--- config.mk ---
export PLATFORM = sky130hd
export DESIGN_NAME = lfsr_decompressor
export DESIGN_NICKNAME = d
export VERILOG_FILES = /design/src/rtl/lfsr_decomp_pkg.sv /design/src/rtl/lfsr_core.sv /design/src/rtl/decomp_ctrl.sv /design/src/rtl/lfsr_decompressor.sv
export SDC_FILE = /design/constraint.sdc
export NUM_CORES = 1
export LEC_CHECK = 0
export BUFFER_PORTS_ARGS = -buffer_cell sky130_fd_sc_hd__buf_4
export CAP_MARGIN = 10
export CORE_ASPECT_RATIO = 1.25
export CORE_MARGIN = 2
export CORE_UTILIZATION = 35
export DETAILED_ROUTE_END_ITERATION = 16
export PLACE_DENSITY_LB_ADDON = 0.2
export SETUP_SLACK_MARGIN = 0.2
export SYNTH_ARGS = -nofsm -noshare
export SYNTH_HDL_FRONTEND = slang
export SYNTH_HIERARCHICAL = 1
export SYNTH_SLANG_ARGS = --single-unit
--- constraint.sdc ---
create_clock -name clk -period 3.56 [get_ports clk]
set_clock_uncertainty 0.2 [all_clocks]
set_input_delay 0.712 -clock clk [delete_from_list [all_inputs] [get_ports clk]]
set_output_delay 0.712 -clock clk [all_outputs]
set_load 0.02 [all_outputs]
--- src/rtl/lfsr_decomp_pkg.sv ---
package lfsr_decomp_pkg;

    typedef enum logic [1:0] {
        ST_IDLE,
        ST_LOAD,
        ST_FILL
    } dec_state_e;

    typedef enum logic [2:0] {
        OP_HOLD,
        OP_CLEAR,
        OP_WRITE,
        OP_STEP,
        OP_PRESET
    } lfsr_op_e;

endpackage

--- src/rtl/lfsr_core.sv ---
module lfsr_core
    import lfsr_decomp_pkg::*;
#(
    parameter int          LFSR_W    = 32,
    parameter logic [LFSR_W-1:0] POLY      = 32'h0040_0007,
    parameter logic [LFSR_W-1:0] RAND_INIT = 32'h1ACE_5EED,
    localparam int         IDX_W     = $clog2(LFSR_W)
) (
    input  logic              clk,
    input  logic              rst_n,
    input  lfsr_op_e          op,
    input  logic [IDX_W-1:0]  wr_idx,
    input  logic              wr_bit,
    output logic [LFSR_W-1:0] state_q
);

    logic [LFSR_W-1:0] step_v;
    logic [LFSR_W-1:0] next_v;
    logic              top_bit;

    assign top_bit = state_q[LFSR_W-1];

    // Internal-XOR step: each stage takes its lower neighbour, tapped stages add the top bit
    generate
        for (genvar g = 0; g < LFSR_W; g++) begin : g_stage
            if (g == 0) begin : g_lsb
                assign step_v[g] = top_bit & POLY[g];
            end else begin : g_mid
                assign step_v[g] = state_q[g-1] ^ (top_bit & POLY[g]);
            end
        end
    endgenerate

    always_comb begin
        next_v = state_q;
        unique case (op)
            OP_HOLD:   next_v = state_q;
            OP_CLEAR:  next_v = '0;
            OP_WRITE:  next_v[wr_idx] = wr_bit;
            OP_STEP:   next_v = step_v;
            OP_PRESET: next_v = RAND_INIT;
            default:   next_v = state_q;
        endcase
    end

    always_ff @(posedge clk or negedge rst_n) begin
        if (!rst_n) begin
            state_q <= RAND_INIT;
        end else begin
            state_q <= next_v;
        end
    end

endmodule

--- src/rtl/decomp_ctrl.sv ---
module decomp_ctrl
    import lfsr_decomp_pkg::*;
#(
    parameter int  LFSR_W    = 32,
    parameter int  CHAIN_LEN = 64,
    parameter int  BASE_LEN  = 8,
    parameter int  LEN_STEP  = 4,
    localparam int IDX_W     = $clog2(LFSR_W),
    localparam int LEN_W     = $clog2(LFSR_W + 1),
    localparam int FILL_W    = $clog2(CHAIN_LEN)
) (
    input  logic             clk,
    input  logic             rst_n,
    input  logic             mode_det,
    input  logic             seed_bit,
    input  logic             seed_valid,
    input  logic             lfsr_zero,
    output lfsr_op_e         op,
    output logic [IDX_W-1:0] wr_idx,
    output logic             scan_en,
    output logic             pattern_done,
    output logic [LEN_W-1:0] cur_len
);

    dec_state_e        state_q, state_d;
    logic [IDX_W-1:0]  bit_q;
    logic [FILL_W-1:0] fill_q;
    logic [LEN_W-1:0]  len_q;
    logic              load_last;
    logic              fill_last;
    logic              frame_start;

    function automatic logic [LEN_W-1:0] grow(input logic [LEN_W-1:0] l);
        logic [LEN_W:0] s;
        s = {1'b0, l} + (LEN_W+1)'(LEN_STEP);
        return (s > (LEN_W+1)'(LFSR_W)) ? LEN_W'(LFSR_W) : s[LEN_W-1:0];
    endfunction

    assign frame_start = (state_q == ST_IDLE) && mode_det && seed_valid;
    assign load_last   = seed_valid && (LEN_W'(bit_q) == len_q - LEN_W'(1));
    assign fill_last   = (fill_q == FILL_W'(CHAIN_LEN - 1));

    // Next-state logic
    always_comb begin
        state_d = state_q;
        unique case (state_q)
            ST_IDLE: begin
                if (!mode_det)        state_d = ST_FILL;
                else if (seed_valid)  state_d = ST_LOAD;
            end
            ST_LOAD: if (load_last) state_d = ST_FILL;
            ST_FILL: if (fill_last) state_d = ST_IDLE;
            default: state_d = ST_IDLE;
        endcase
    end

    // State register
    always_ff @(posedge clk or negedge rst_n) begin
        if (!rst_n) state_q <= ST_IDLE;
        else        state_q <= state_d;
    end

    // Counters and seed length
    always_ff @(posedge clk or negedge rst_n) begin
        if (!rst_n) begin
            bit_q  <= '0;
            fill_q <= '0;
            len_q  <= LEN_W'(BASE_LEN);
        end else begin
            if (frame_start) begin
                bit_q <= '0;
                if (seed_bit) len_q <= grow(len_q);
            end else if (state_q == ST_LOAD && seed_valid) begin
                bit_q <= bit_q + IDX_W'(1);
            end
            if (state_q == ST_FILL) fill_q <= fill_last ? '0 : fill_q + FILL_W'(1);
            else                    fill_q <= '0;
        end
    end

    // Outputs
    always_comb begin
        op           = OP_HOLD;
        wr_idx       = bit_q;
        scan_en      = 1'b0;
        pattern_done = 1'b0;
        unique case (state_q)
            ST_IDLE: begin
                if (!mode_det)       op = lfsr_zero ? OP_PRESET : OP_HOLD;
                else if (seed_valid) op = OP_CLEAR;
            end
            ST_LOAD: op = seed_valid ? OP_WRITE : OP_HOLD;
            ST_FILL: begin
                op           = OP_STEP;
                scan_en      = 1'b1;
                pattern_done = fill_last;
            end
            default: op = OP_HOLD;
        endcase
    end

    assign cur_len = len_q;

endmodule

--- src/rtl/lfsr_decompressor.sv ---
module lfsr_decompressor
    import lfsr_decomp_pkg::*;
#(
    parameter int                LFSR_W    = 32,
    parameter int                CHAIN_LEN = 64,
    parameter int                BASE_LEN  = 8,
    parameter int                LEN_STEP  = 4,
    parameter logic [LFSR_W-1:0] POLY      = 32'h0040_0007,
    parameter logic [LFSR_W-1:0] RAND_INIT = 32'h1ACE_5EED,
    localparam int               IDX_W     = $clog2(LFSR_W),
    localparam int               LEN_W     = $clog2(LFSR_W + 1)
) (
    input  logic clk,
    input  logic rst_n,
    input  logic mode_det,
    input  logic seed_bit,
    input  logic seed_valid,
    output logic scan_out,
    output logic scan_en,
    output logic pattern_done
);

    lfsr_op_e          op;
    logic [IDX_W-1:0]  wr_idx;
    logic [LFSR_W-1:0] lfsr_q;
    logic [LEN_W-1:0]  cur_len;
    logic              fill_en;

    decomp_ctrl #(
        .LFSR_W    (LFSR_W),
        .CHAIN_LEN (CHAIN_LEN),
        .BASE_LEN  (BASE_LEN),
        .LEN_STEP  (LEN_STEP)
    ) u_ctrl (
        .clk          (clk),
        .rst_n        (rst_n),
        .mode_det     (mode_det),
        .seed_bit     (seed_bit),
        .seed_valid   (seed_valid),
        .lfsr_zero    (lfsr_q == '0),
        .op           (op),
        .wr_idx       (wr_idx),
        .scan_en      (fill_en),
        .pattern_done (pattern_done),
        .cur_len      (cur_len)
    );

    lfsr_core #(
        .LFSR_W    (LFSR_W),
        .POLY      (POLY),
        .RAND_INIT (RAND_INIT)
    ) u_lfsr (
        .clk     (clk),
        .rst_n   (rst_n),
        .op      (op),
        .wr_idx  (wr_idx),
        .wr_bit  (seed_bit),
        .state_q (lfsr_q)
    );

    assign scan_en  = fill_en;
    assign scan_out = fill_en & lfsr_q[LFSR_W-1];

endmodule

# After elaboration in Yosys (flattened, before gate mapping)
# Cells that the tools add are included.
# Widths: inputs -> output; s select.
[word_totals] ff_bits=51 in_bits=5 word_cells=59
[classes] n_addsub=4 n_lt_le_gt_ge=3 n_eq_ne=11 muxes=21 bitwise=4 reduce_logical=11
[ops] operator="$pmux 32 s4" count=1
[ops] operator="$bwmux 32" count=1
[ops] operator="$logic_not 32->1" count=1
[ops] operator="$mux 6" count=3
[ops] operator="$mux 2" count=5
[ops] operator="$mux 5" count=2
[ops] operator="$pmux 3 s3" count=1
[ops] operator="$add 6x3->7 const B" count=1
[ops] operator="$gt 7x6->1 const B" count=1
[ops] operator="$add 6x1->6 const B" count=1
[ops] operator="$eq 3x2->1 const B" count=2
[ops] operator="$eq 5x6->1" count=1
[ops] operator="$eq 6x6->1 const B" count=1
[ops] operator="$lt 5x6->1 const B" count=1
[ops] operator="$mux 3" count=2
[ops] operator="$pmux 2 s3" count=1
[ops] operator="$sub 6x1->6 const B" count=1
[ops] operator="$add 5x1->5 const B" count=1
[ops] operator="$demux 1 s5" count=1
[ops] operator="$ge 5x1->1 const B" count=1
[ops] operator="$logic_and 1x1->1" count=5
[ops] operator="$mux 1" count=4
[ops] operator="$ne 2x1->1 const B" count=2
[ops] operator="$reduce_bool 4->1" count=1
[ops] operator="other kinds (11)" count=13

# Depth between registers and ports, before layout
# Gate-level depths: netlist (run 1).
[logic_depth] word_depth=6 mapped_depth=9 ltp_nobuf=7

# Hierarchy
# Netlist (run 1), hierarchy kept.
[by_module_without_submodules] mod="lfsr_core" n_inst=1 cells_each=264 area_each_um2=2224.6
[by_module_without_submodules] mod="decomp_ctrl" n_inst=1 cells_each=101 area_each_um2=1002.2
[by_module_without_submodules] mod="lfsr_decompressor" n_inst=1 cells_each=12 area_each_um2=78.8

# Least setup slack after synthesis (run 1)
# OpenSTA, ideal clock, no wires.
[synth_path] path_kind="register to register" startpoint="register u_lfsr.state_q[26]" endpoint="register u_lfsr.state_q[10]" setup_ps=91 arrival_time_ps=2343 required_time_ps=3269 slack_ps=926 path_stages_with_launch=10 path_buffers=2 synth_period_minus_slack_ps=2634 cell_sequence="dfrtp_1 nor4_1 nand4_1 nor2_1 nor4b_1 and3b_1 clkbuf_1 clkbuf_1 a22oi_1 o211ai_1"
[synth_between] elab_chain_len=6 elab_cells_between_ends=10 classes_between="eq/ne: 4; mux: 4; reduce/logical: 2"
[synth_rtl] element="from (decl)" line="lfsr_core.sv:14" text="output logic [LFSR_W-1:0] state_q"
[synth_rtl] element="from (signal assigned)" line="lfsr_core.sv:50" text="state_q <= next_v;"
[synth_rtl] element="$logic_not 32->1 *" line="lfsr_decompressor.sv:40" text=".lfsr_zero (lfsr_q == '0),"
[synth_rtl] element="$mux 3 * (2 in series)" line="decomp_ctrl.sv:89" text="if (!mode_det) op = lfsr_zero ? OP_PRESET : OP_HOLD;"
[synth_rtl] element="$pmux 3 s3 *" line="decomp_ctrl.sv:87" text="unique case (state_q)"
[synth_rtl] element="named net op[2]" line="lfsr_decompressor.sv:23" text="lfsr_op_e op;"
[synth_rtl] element="$eq 3x3->1 (tied with other cells)" line="lfsr_core.sv:36" text="unique case (op)"
[synth_rtl] element="$pmux 32 s4 or $reduce_bool 4->1 (tied branches)"
# The timed path passes the listed nets; every way through them passes the cells marked *.
# A chain may end at the register's enable or synchronous reset.

# Worst setup path in the final report (run 1)
[layout_path] startpoint="register u_ctrl.state_q[0]" endpoint="register u_lfsr.state_q[12]"
[layout_between] elab_chain_len=4 elab_cells_between_ends=10 classes_between="eq/ne: 6; mux: 2; reduce/logical: 2"
[layout_rtl] element="from (decl)" line="decomp_ctrl.sv:25" text="dec_state_e state_q, state_d;"
[layout_rtl] element="from (signal assigned)" line="decomp_ctrl.sv:60" text="else state_q <= state_d;"
[layout_rtl] element="$eq 2x2->1 (tied with other cells)" line="decomp_ctrl.sv:87"
[layout_rtl] element="$pmux 3 s3 *" line="decomp_ctrl.sv:87"
[layout_rtl] element="named net op[0]" line="lfsr_decompressor.sv:23"
[layout_rtl] element="$eq 3x3->1 (tied with other cells)" line="lfsr_core.sv:36"
[layout_rtl] element="$pmux 32 s4 or $reduce_bool 4->1 (tied branches)"
# Marked as above.

==> results of run 1 <==
==> through the flow <==
stage	hold WS [ns]	std cells	instance area (um2)	setup slack, ns
2_1_floorplan	0.2164	374	3287	0.9259
3_3_place_gp	0.2481	483	3422	0.4303
3_5_place_dp	0.2581	483	3422	0.4502
4_1_cts	0.2678	491	3566	0.6005
5_1_grt	0.2928	491	3566	0.3108
6_report	0.2606	491	3566	0.5475
==> layout make-up <==
class                           instances  area [um2]
Clock buffer                            6       128.9
Clock inverter                          2       15.01
Fill cell                             939        5559
Inverter                               17       63.81
Multi-Input combinational cell        280        1848
Sequential cell                        49        1251
Tap cell                              123       153.9
Timing Repair Buffer                   14       105.1
==> worst max-delay path, stage by stage (launching register included) <==
cell and delay [ns]:
dfrtp_1 0.49, nand2b_1 0.25, inv_1 0.11, or2_1 0.42, nor3b_4 0.95, o21ai_0 0.27
o211ai_1 0.24
==> worst max-delay path by stage <==
stage	to	slack, ns	cells after the start
after floorplan	u_lfsr/state_q[10]$_DFFE_PN1P_	0.93	9
after global placement	u_lfsr/state_q[0]$_DFFE_PN1P_	0.43	6
final	u_lfsr/state_q[12]$_DFFE_PN1P_	0.55	6
after CTS	u_lfsr/state_q[12]$_DFFE_PN1P_	0.60	6
after global routing	u_lfsr/state_q[25]$_DFFE_PN1P_	0.31	6
after detailed placement	u_lfsr/state_q[12]$_DFFE_PN1P_	0.45	6
==> registers in the layout, summed over array words and instances, names as in the netlist <==
signal / cells
u_lfsr/state_q: 32
u_ctrl/state_q: 2
u_ctrl/fill_q: 6
u_ctrl/wr_idx: 5
u_ctrl/cur_len: 4
==> power by group through the flow <==
stage / logic, uW / registers [uW] / clock network [uW]
after detailed placement: 1620 / 1070 / 0
after floorplan: 1240 / 971 / 0
after CTS: 1630 / 1060 / 492
after global routing: 1800 / 1110 / 512
final: 1650 / 1070 / 481
after global placement: 1600 / 1070 / 0
==> layer usage <==
| layer | global-route usage, % | vias to the layer above |
|---|---|---|
| li1 | - | 1354 |
| met1 | 26.40 | 1431 |
| met2 | 30.70 | 114 |
| met3 | 2.349 | 12 |
| met4 | 5.538 | 0 |
| met5 | 0 | - |
==> flow_summary.yaml, run 1 <==
die:
  core_area_um2: 9125
  start_util_pct: 36.02
  die_w_um: 90.68
  die_y_um: 112.3
  row_count: 39
  ioPinCount: 8
  die-area_um2: 10190
finish:
  drive_above_1_share_pct: 13.86
  area_growth_pct: 8.489
  final_cell_mix: "nand2_1, a21oi_1, dfrtp_1"
  n_antenna_cell: 0
  layout_commonest_cell: "nand2_1"
  nets: 377
  final_util_pct: 39.08
cts:
  clkLatencyLatePin_ns: 0.29
  clock-sinks: 49
  numCtsBuffers: 5
  h-tree-depth: 2
  cts_hold_buf: 0
  post-cts-setup-buffers: 0
  cts_resized: 0
  clockBufferDepth: 2
  cts_tree: "done"
  clock-root-buffer: "clkbuf_16"
  clk_transition_reported_paths_ns: 0.07
route:
  routed-wl-met2_um: 4535
  viasPerCell: 5.929
  route.met3.wl_um: 450
  detail_route.wl_per_cell_um: 19.19
  vias: 2911
  antenna_left: 0
  maxUsedRoutingLayer: "met4"
  drc: 0
  wl_um: 9421
  dr.pass1.iters: 5
  drt-initial-drc-count: 281
  m1WireLength_um: 4326
placed_design:
  dpl.hpwl_um: 5961
  gp_congestion: 0.7933
  port_buffers: 7
timing:
  setup_viol_count_final: 0
  fin_setup_tns_ns: 0
  min_period_ns: 3.013
  timing.final.crit_share_pct: 84.62
  finalHoldViolations: 0
  drv_slew: 0
  rsz0062_at_grt: "false"
  worstMarginPinSlew_ns: 1.091
  max_freq_mhz: 331.9
  relSlewSlack_pct: 27.17
setup_path:
  crit-reg2reg-capture: "u_lfsr/state_q[12]$_DFFE_PN1P_"
  crit_type: "flip-flop to flip-flop"
  critPathArrivalTime_ns: 3.02
  r2r_cells: 6
  required_ns: 3.57
  startpoint: "u_ctrl/state_q[0]$_DFFE_PN0P_"
  cp_max_fo: 32
  startpoint_type: "flip-flop"
  reg2reg_from: "u_ctrl/state_q[0]$_DFFE_PN0P_"
  endpoint_kind: "flip-flop"
  reg2reg_slack_ns: 0.55
power_and_ir_drop:
  seqPwrFrac_pct: 33.4
  max-vdd-ir-drop_mv: 0.4696
  power_density_nw_per_um2: 898.3
  swShare_pct: 47.31
  combPwrFrac_pct: 51.6
  pwr-share-clk_pct: 15.0
  power_uw: 3203
  p_leak_uw: 0.001331
  p_switching_uw: 1516
  p_int_uw: 1688
hold_path:
  hp-class: "input pin to async pin"
grt:
  overflow: 0
  grt_pass1_vias: 2903
  grt_max_degree: 50
  antenna_found_initial: 0
  track_usage_pct: 18.86
  grt_pass1_wl_um: 15530
yosys:
  synth_area_um2: 3287
  synthCells: 374
  syn_nets: 384
  ys_warn_count: 6
  synth_area_per_cell_um2: 8.789
run_status:
  outcome: "completed"
job:
  cap_viol_max_count: 0
Power figures use the tool's default switching activity.
==> run 2, diff against run 1 <==
Clock period 3.56 ns to 2.8 ns, I/O delays scaled along.
==> flow_summary.yaml, run 2 (synthesized netlist as in run 1, its figures left out) <==
run_status:
  outcome: "completed"
power_and_ir_drop:
  p_leak_uw: 0.001434
  max-vdd-ir-drop_mv: 0.7333
  power_uw: 4586
  power_density_nw_per_um2: 1214
finish:
  area_growth_pct: 14.88
  finalInstanceArea_um2: 3776
  final_cell_mix: "nand2_1, a21oi_1, dfrtp_1"
  n_antenna_cell: 0
  layout_commonest_cell: "nand2_1"
  regArea_um2: 1251
  nFillCells: 926
  largest-register: "u_lfsr/state_q"
  nets: 388
  multi_input_area_um2: 1929
  drive_above_1_share_pct: 18.73
  largest_reg_flops: 32
  final_util_pct: 41.38
job:
  cap_viol_max_count: 0
cts:
  cts_hold_buf: 0
  clock-root-buffer: "clkbuf_16"
  clock-sinks: 49
  clockBufferDepth: 2
  clkLatencyLatePin_ns: 0.30
  cts_tree: "done"
  h-tree-depth: 2
  clk_transition_reported_paths_ns: 0.07
  numCtsBuffers: 5
die:
  die_y_um: 112.3
  ioPinCount: 8
  row_count: 39
  die-area_um2: 10190
  start_util_pct: 36.02
  die_w_um: 90.68
  core_area_um2: 9125
placed_design:
  gp_congestion: 0.8087
  dpl.hpwl_um: 6108
  place_area_um2: 3496
  port_buffers: 7
route:
  drt-initial-drc-count: 163
  dr.pass1.iters: 5
  antenna_left: 0
  detail_route.wl_per_cell_um: 19.20
  viasPerCell: 5.898
  drc: 0
  vias: 2961
  wl_um: 9637
timing:
  rsz0062_at_grt: "false"
  max_freq_mhz: 401.8
  min_period_ns: 2.489
  fin_setup_tns_ns: 0
  worstMarginPinSlew_ns: 0.9131
  setup_viol_count_final: 0
  relSlewSlack_pct: 38.90
  timing.final.crit_share_pct: 88.88
  holdWs_ns: 0.07941
  finalHoldViolations: 0
  drv_slew: 0
setup_path:
  startpoint_type: "flip-flop"
  critPathArrivalTime_ns: 2.51
  cp_max_fo: 10
  crit_type: "flip-flop to flip-flop"
  endpoint_kind: "flip-flop"
  required_ns: 2.82
grt:
  grt_pass1_wl_um: 15680
  grt_max_degree: 50
  antenna_found_initial: 0
  grt_pass1_vias: 2899
  overflow: 0
  track_usage_pct: 19.52
hold_path:
  hp-class: "input pin to async pin"
## run 2: cell count changes in the layout (fill, tap and decap cells not counted), sizes merged
cell / change
buf: +10
clkinvlp: -2
clkbuf: +1
nor3b: +1
bufinv: +1
## run 2: layout make-up
type                            count  share of cell area, %
Tap cell                          123                  4.076
Clock inverter                      1                 0.7952
Inverter                           17                  1.690
Sequential cell                    49                  33.13
Multi-Input combinational cell    281                  51.09
Timing Repair Buffer               24                  5.434
Clock buffer                        7                  3.777
## run 2: path summary, 6_finish.rpt
kind	from	cells after the start	end	slack (ns)
max	u_lfsr/state_q[15]$_DFFE_PN0P_	8	u_lfsr/state_q[22]$_DFFE_PN1P_	0.31
min reg2reg	u_ctrl/fill_q[0]$_DFF_PN0_	1	u_ctrl/fill_q[0]$_DFF_PN0_	0.27
min	rst_n	1	u_ctrl/fill_q[5]$_DFF_PN0_	0.08
max reg2reg	u_lfsr/state_q[15]$_DFFE_PN0P_	8	u_lfsr/state_q[22]$_DFFE_PN1P_	0.31
min in group clk	u_ctrl/fill_q[0]$_DFF_PN0_	1	u_ctrl/fill_q[0]$_DFF_PN0_	0.27
max in group asynchronous	rst_n	1	u_lfsr/state_q[26]$_DFFE_PN0P_	1.86
## run 2: critical path, stage by stage, from the launching register on
cell and delay [ns]:
dfrtp_1 0.41, nor4_2 0.30, nand4_1 0.18, nor2_2 0.16, nor4b_4 0.28, and3b_2 0.28
buf_4 0.18, and2_1 0.15, a211o_1 0.26
## run 2: metal layers
layer	vias to the layer above	wire length, um	track usage [%]
met5	-	0	0
met4	0	452	11.18
met3	32	374	2.819
met2	96	4611	31.39
met1	1455	4199	25.13
li1	1378	-	-
## run 2: per-stage QoR
step / setup WS [ns] / instances
after global placement: 0.04108 / 490
after detailed placement: 0.005148 / 490
after floorplan: 0.4423 / 374
after global routing: 0.1993 / 502
after CTS: 0.2143 / 500
final: 0.3113 / 502
## run 2: report_power, final
part           internal, uW  switching, uW  total [uW]
Combinational          1070           1410        2480
Sequential             1020            357        1380
Clock                   447            280         727
## run 2: timing repair
action / CTS / global route
buffers inserted: 1 / 2
endpoints found under the hold margin: 0 / 0
pin swaps: 1 / 6
setup endpoints to repair: 32 / 32
resized for setup: 3 / 8
cloned: 1 / 0
==> run 3, diff against run 2 <==
Settings changed: CELL_PAD_IN_SITES_DETAIL_PLACEMENT from default to 1, CELL_PAD_IN_SITES_GLOBAL_PLACEMENT from default to 1, SLEW_MARGIN from default to 20.
==> flow_summary.yaml, run 3 (synthesized netlist as in run 1, its figures left out) <==
timing:
  drv_slew: 0
  finalHoldViolations: 0
  rsz0062_at_grt: "true"
  worstMarginPinSlew_ns: 0.7545
  max_freq_mhz: 399.8
  timing.final.crit_share_pct: 89.33
  min_period_ns: 2.501
  setup_viol_count_final: 0
  fin_setup_tns_ns: 0
  relSlewSlack_pct: 49.48
  holdWs_ns: 0.1043
power_and_ir_drop:
  power_density_nw_per_um2: 1238
  p_int_uw: 2568
  swShare_pct: 46.16
  seqPwrFrac_pct: 29.1
  p_leak_uw: 0.001462
  p_switching_uw: 2202
  combPwrFrac_pct: 58.2
  pwr-share-clk_pct: 12.7
  max-vdd-ir-drop_mv: 0.6791
  power_uw: 4770
finish:
  regArea_um2: 1252
  n_antenna_cell: 0
  final_cell_mix: "nand2_1, a21oi_1, dfrtp_1"
  layout_commonest_cell: "nand2_1"
  final_util_pct: 42.22
  largest-register: "u_lfsr/state_q"
  drive_above_1_share_pct: 21.61
  finalInstanceArea_um2: 3852
  nets: 393
  area_growth_pct: 17.21
  largest_reg_flops: 32
  multi_input_area_um2: 1984
  nFillCells: 1074
route:
  wl_um: 10750
  antenna_left: 0
  detail_route.wl_per_cell_um: 21.20
  drt-initial-drc-count: 152
  viasPerCell: 5.939
  vias: 3011
  dr.pass1.iters: 4
  drc: 0
placed_design:
  dpl.hpwl_um: 6691
  place_area_um2: 3531
  gp_congestion: 0.7933
  port_buffers: 7
job:
  cap_viol_max_count: 0
die:
  core_area_um2: 9125
  die_y_um: 112.3
  start_util_pct: 36.02
  row_count: 39
  die_w_um: 90.68
  die-area_um2: 10190
  ioPinCount: 8
setup_path:
  startpoint_type: "flip-flop"
  endpoint_kind: "flip-flop"
  reg2reg_slack_ns: 0.30
  crit_type: "flip-flop to flip-flop"
  cp_max_fo: 16
  critPathArrivalTime_ns: 2.52
  required_ns: 2.81
grt:
  overflow: 0
  groute.layer.met3.usage_pct: 2.685
  grt_use_met2_pct: 37.36
  grt_pass1_vias: 3198
  track_usage_pct: 21.65
  busiest_layer: "met2"
  grt_max_degree: 50
  antenna_found_initial: 0
  use_met1_pct: 27.42
  grt_pass1_wl_um: 17260
hold_path:
  hp-class: "input pin to async pin"
cts:
  clk_transition_reported_paths_ns: 0.07
  h-tree-depth: 2
  clock-root-buffer: "clkbuf_16"
  clkLatencyLatePin_ns: 0.30
  numCtsBuffers: 5
  cts_tree: "done"
  clock-sinks: 49
  clockBufferDepth: 2
run_status:
  outcome: "completed"
## run 3: what timing repair did
item	in CTS	in global routing
hold buffers	0	0
resized for setup	5	17
endpoints found under the setup margin	32	31
gates cloned	1	1
setup buffers	2	2
pin swaps	1	9
## run 3: final timing paths
path | start | to | cells past startpoint
hold reg to reg | u_ctrl/fill_q[0]$_DFF_PN0_ | u_ctrl/fill_q[0]$_DFF_PN0_ | 1
setup reg to reg | u_lfsr/state_q[10]$_DFFE_PN1P_ | u_lfsr/state_q[30]$_DFFE_PN0P_ | 8
hold / removal | rst_n | u_lfsr/state_q[13]$_DFFE_PN0P_ | 1
min in group clk | u_ctrl/fill_q[0]$_DFF_PN0_ | u_ctrl/fill_q[0]$_DFF_PN0_ | 1
setup / recovery | u_lfsr/state_q[10]$_DFFE_PN1P_ | u_lfsr/state_q[30]$_DFFE_PN0P_ | 8
max in group asynchronous | rst_n | u_lfsr/state_q[21]$_DFFE_PN0P_ | 1
## run 3: per-layer routing
metal | share of wire, % | vias up
met5 | 0 | -
met4 | 2.8 | 0
met3 | 4.3 | 23
met2 | 50 | 71
met1 | 42 | 1531
li1 | - | 1386
## run 3: worst max-delay path: stages, from the launching register on
cell	delay [ns]
dfstp_2	0.60
nor4_4	0.07
nand4_1	0.11
nor2_2	0.06
nor4b_4	0.14
buf_12	0.17
nor3b_2	0.65
o21ai_0	0.20
o221ai_1	0.20
## run 3: layout make-up
cell class                 count  area share [%]
sequential                    49           32.51
inverter                      17           1.656
clock buffer                   6           3.345
timing repair buffer          28           6.723
tap                          123           3.995
multi-input combinational    282           51.51
clock inverter                 2          0.2598
## run 3: power groups by stage
stage	registers (uW)	clock network (uW)	logic (uW)
2_1_floorplan	1240	0	1590
3_3_place_gp	1350	0	2320
3_5_place_dp	1360	0	2350
4_1_cts	1360	625	2470
5_1_grt	1440	656	3010
6_report	1390	606	2780
## run 3: through the flow
step                setup slack, ns  cells
finish                       0.2987    507
global route                 0.1937    507
CTS                          0.2615    504
detailed placement         -0.06353    493
global placement           -0.03344    493
floorplan                    0.4423    374
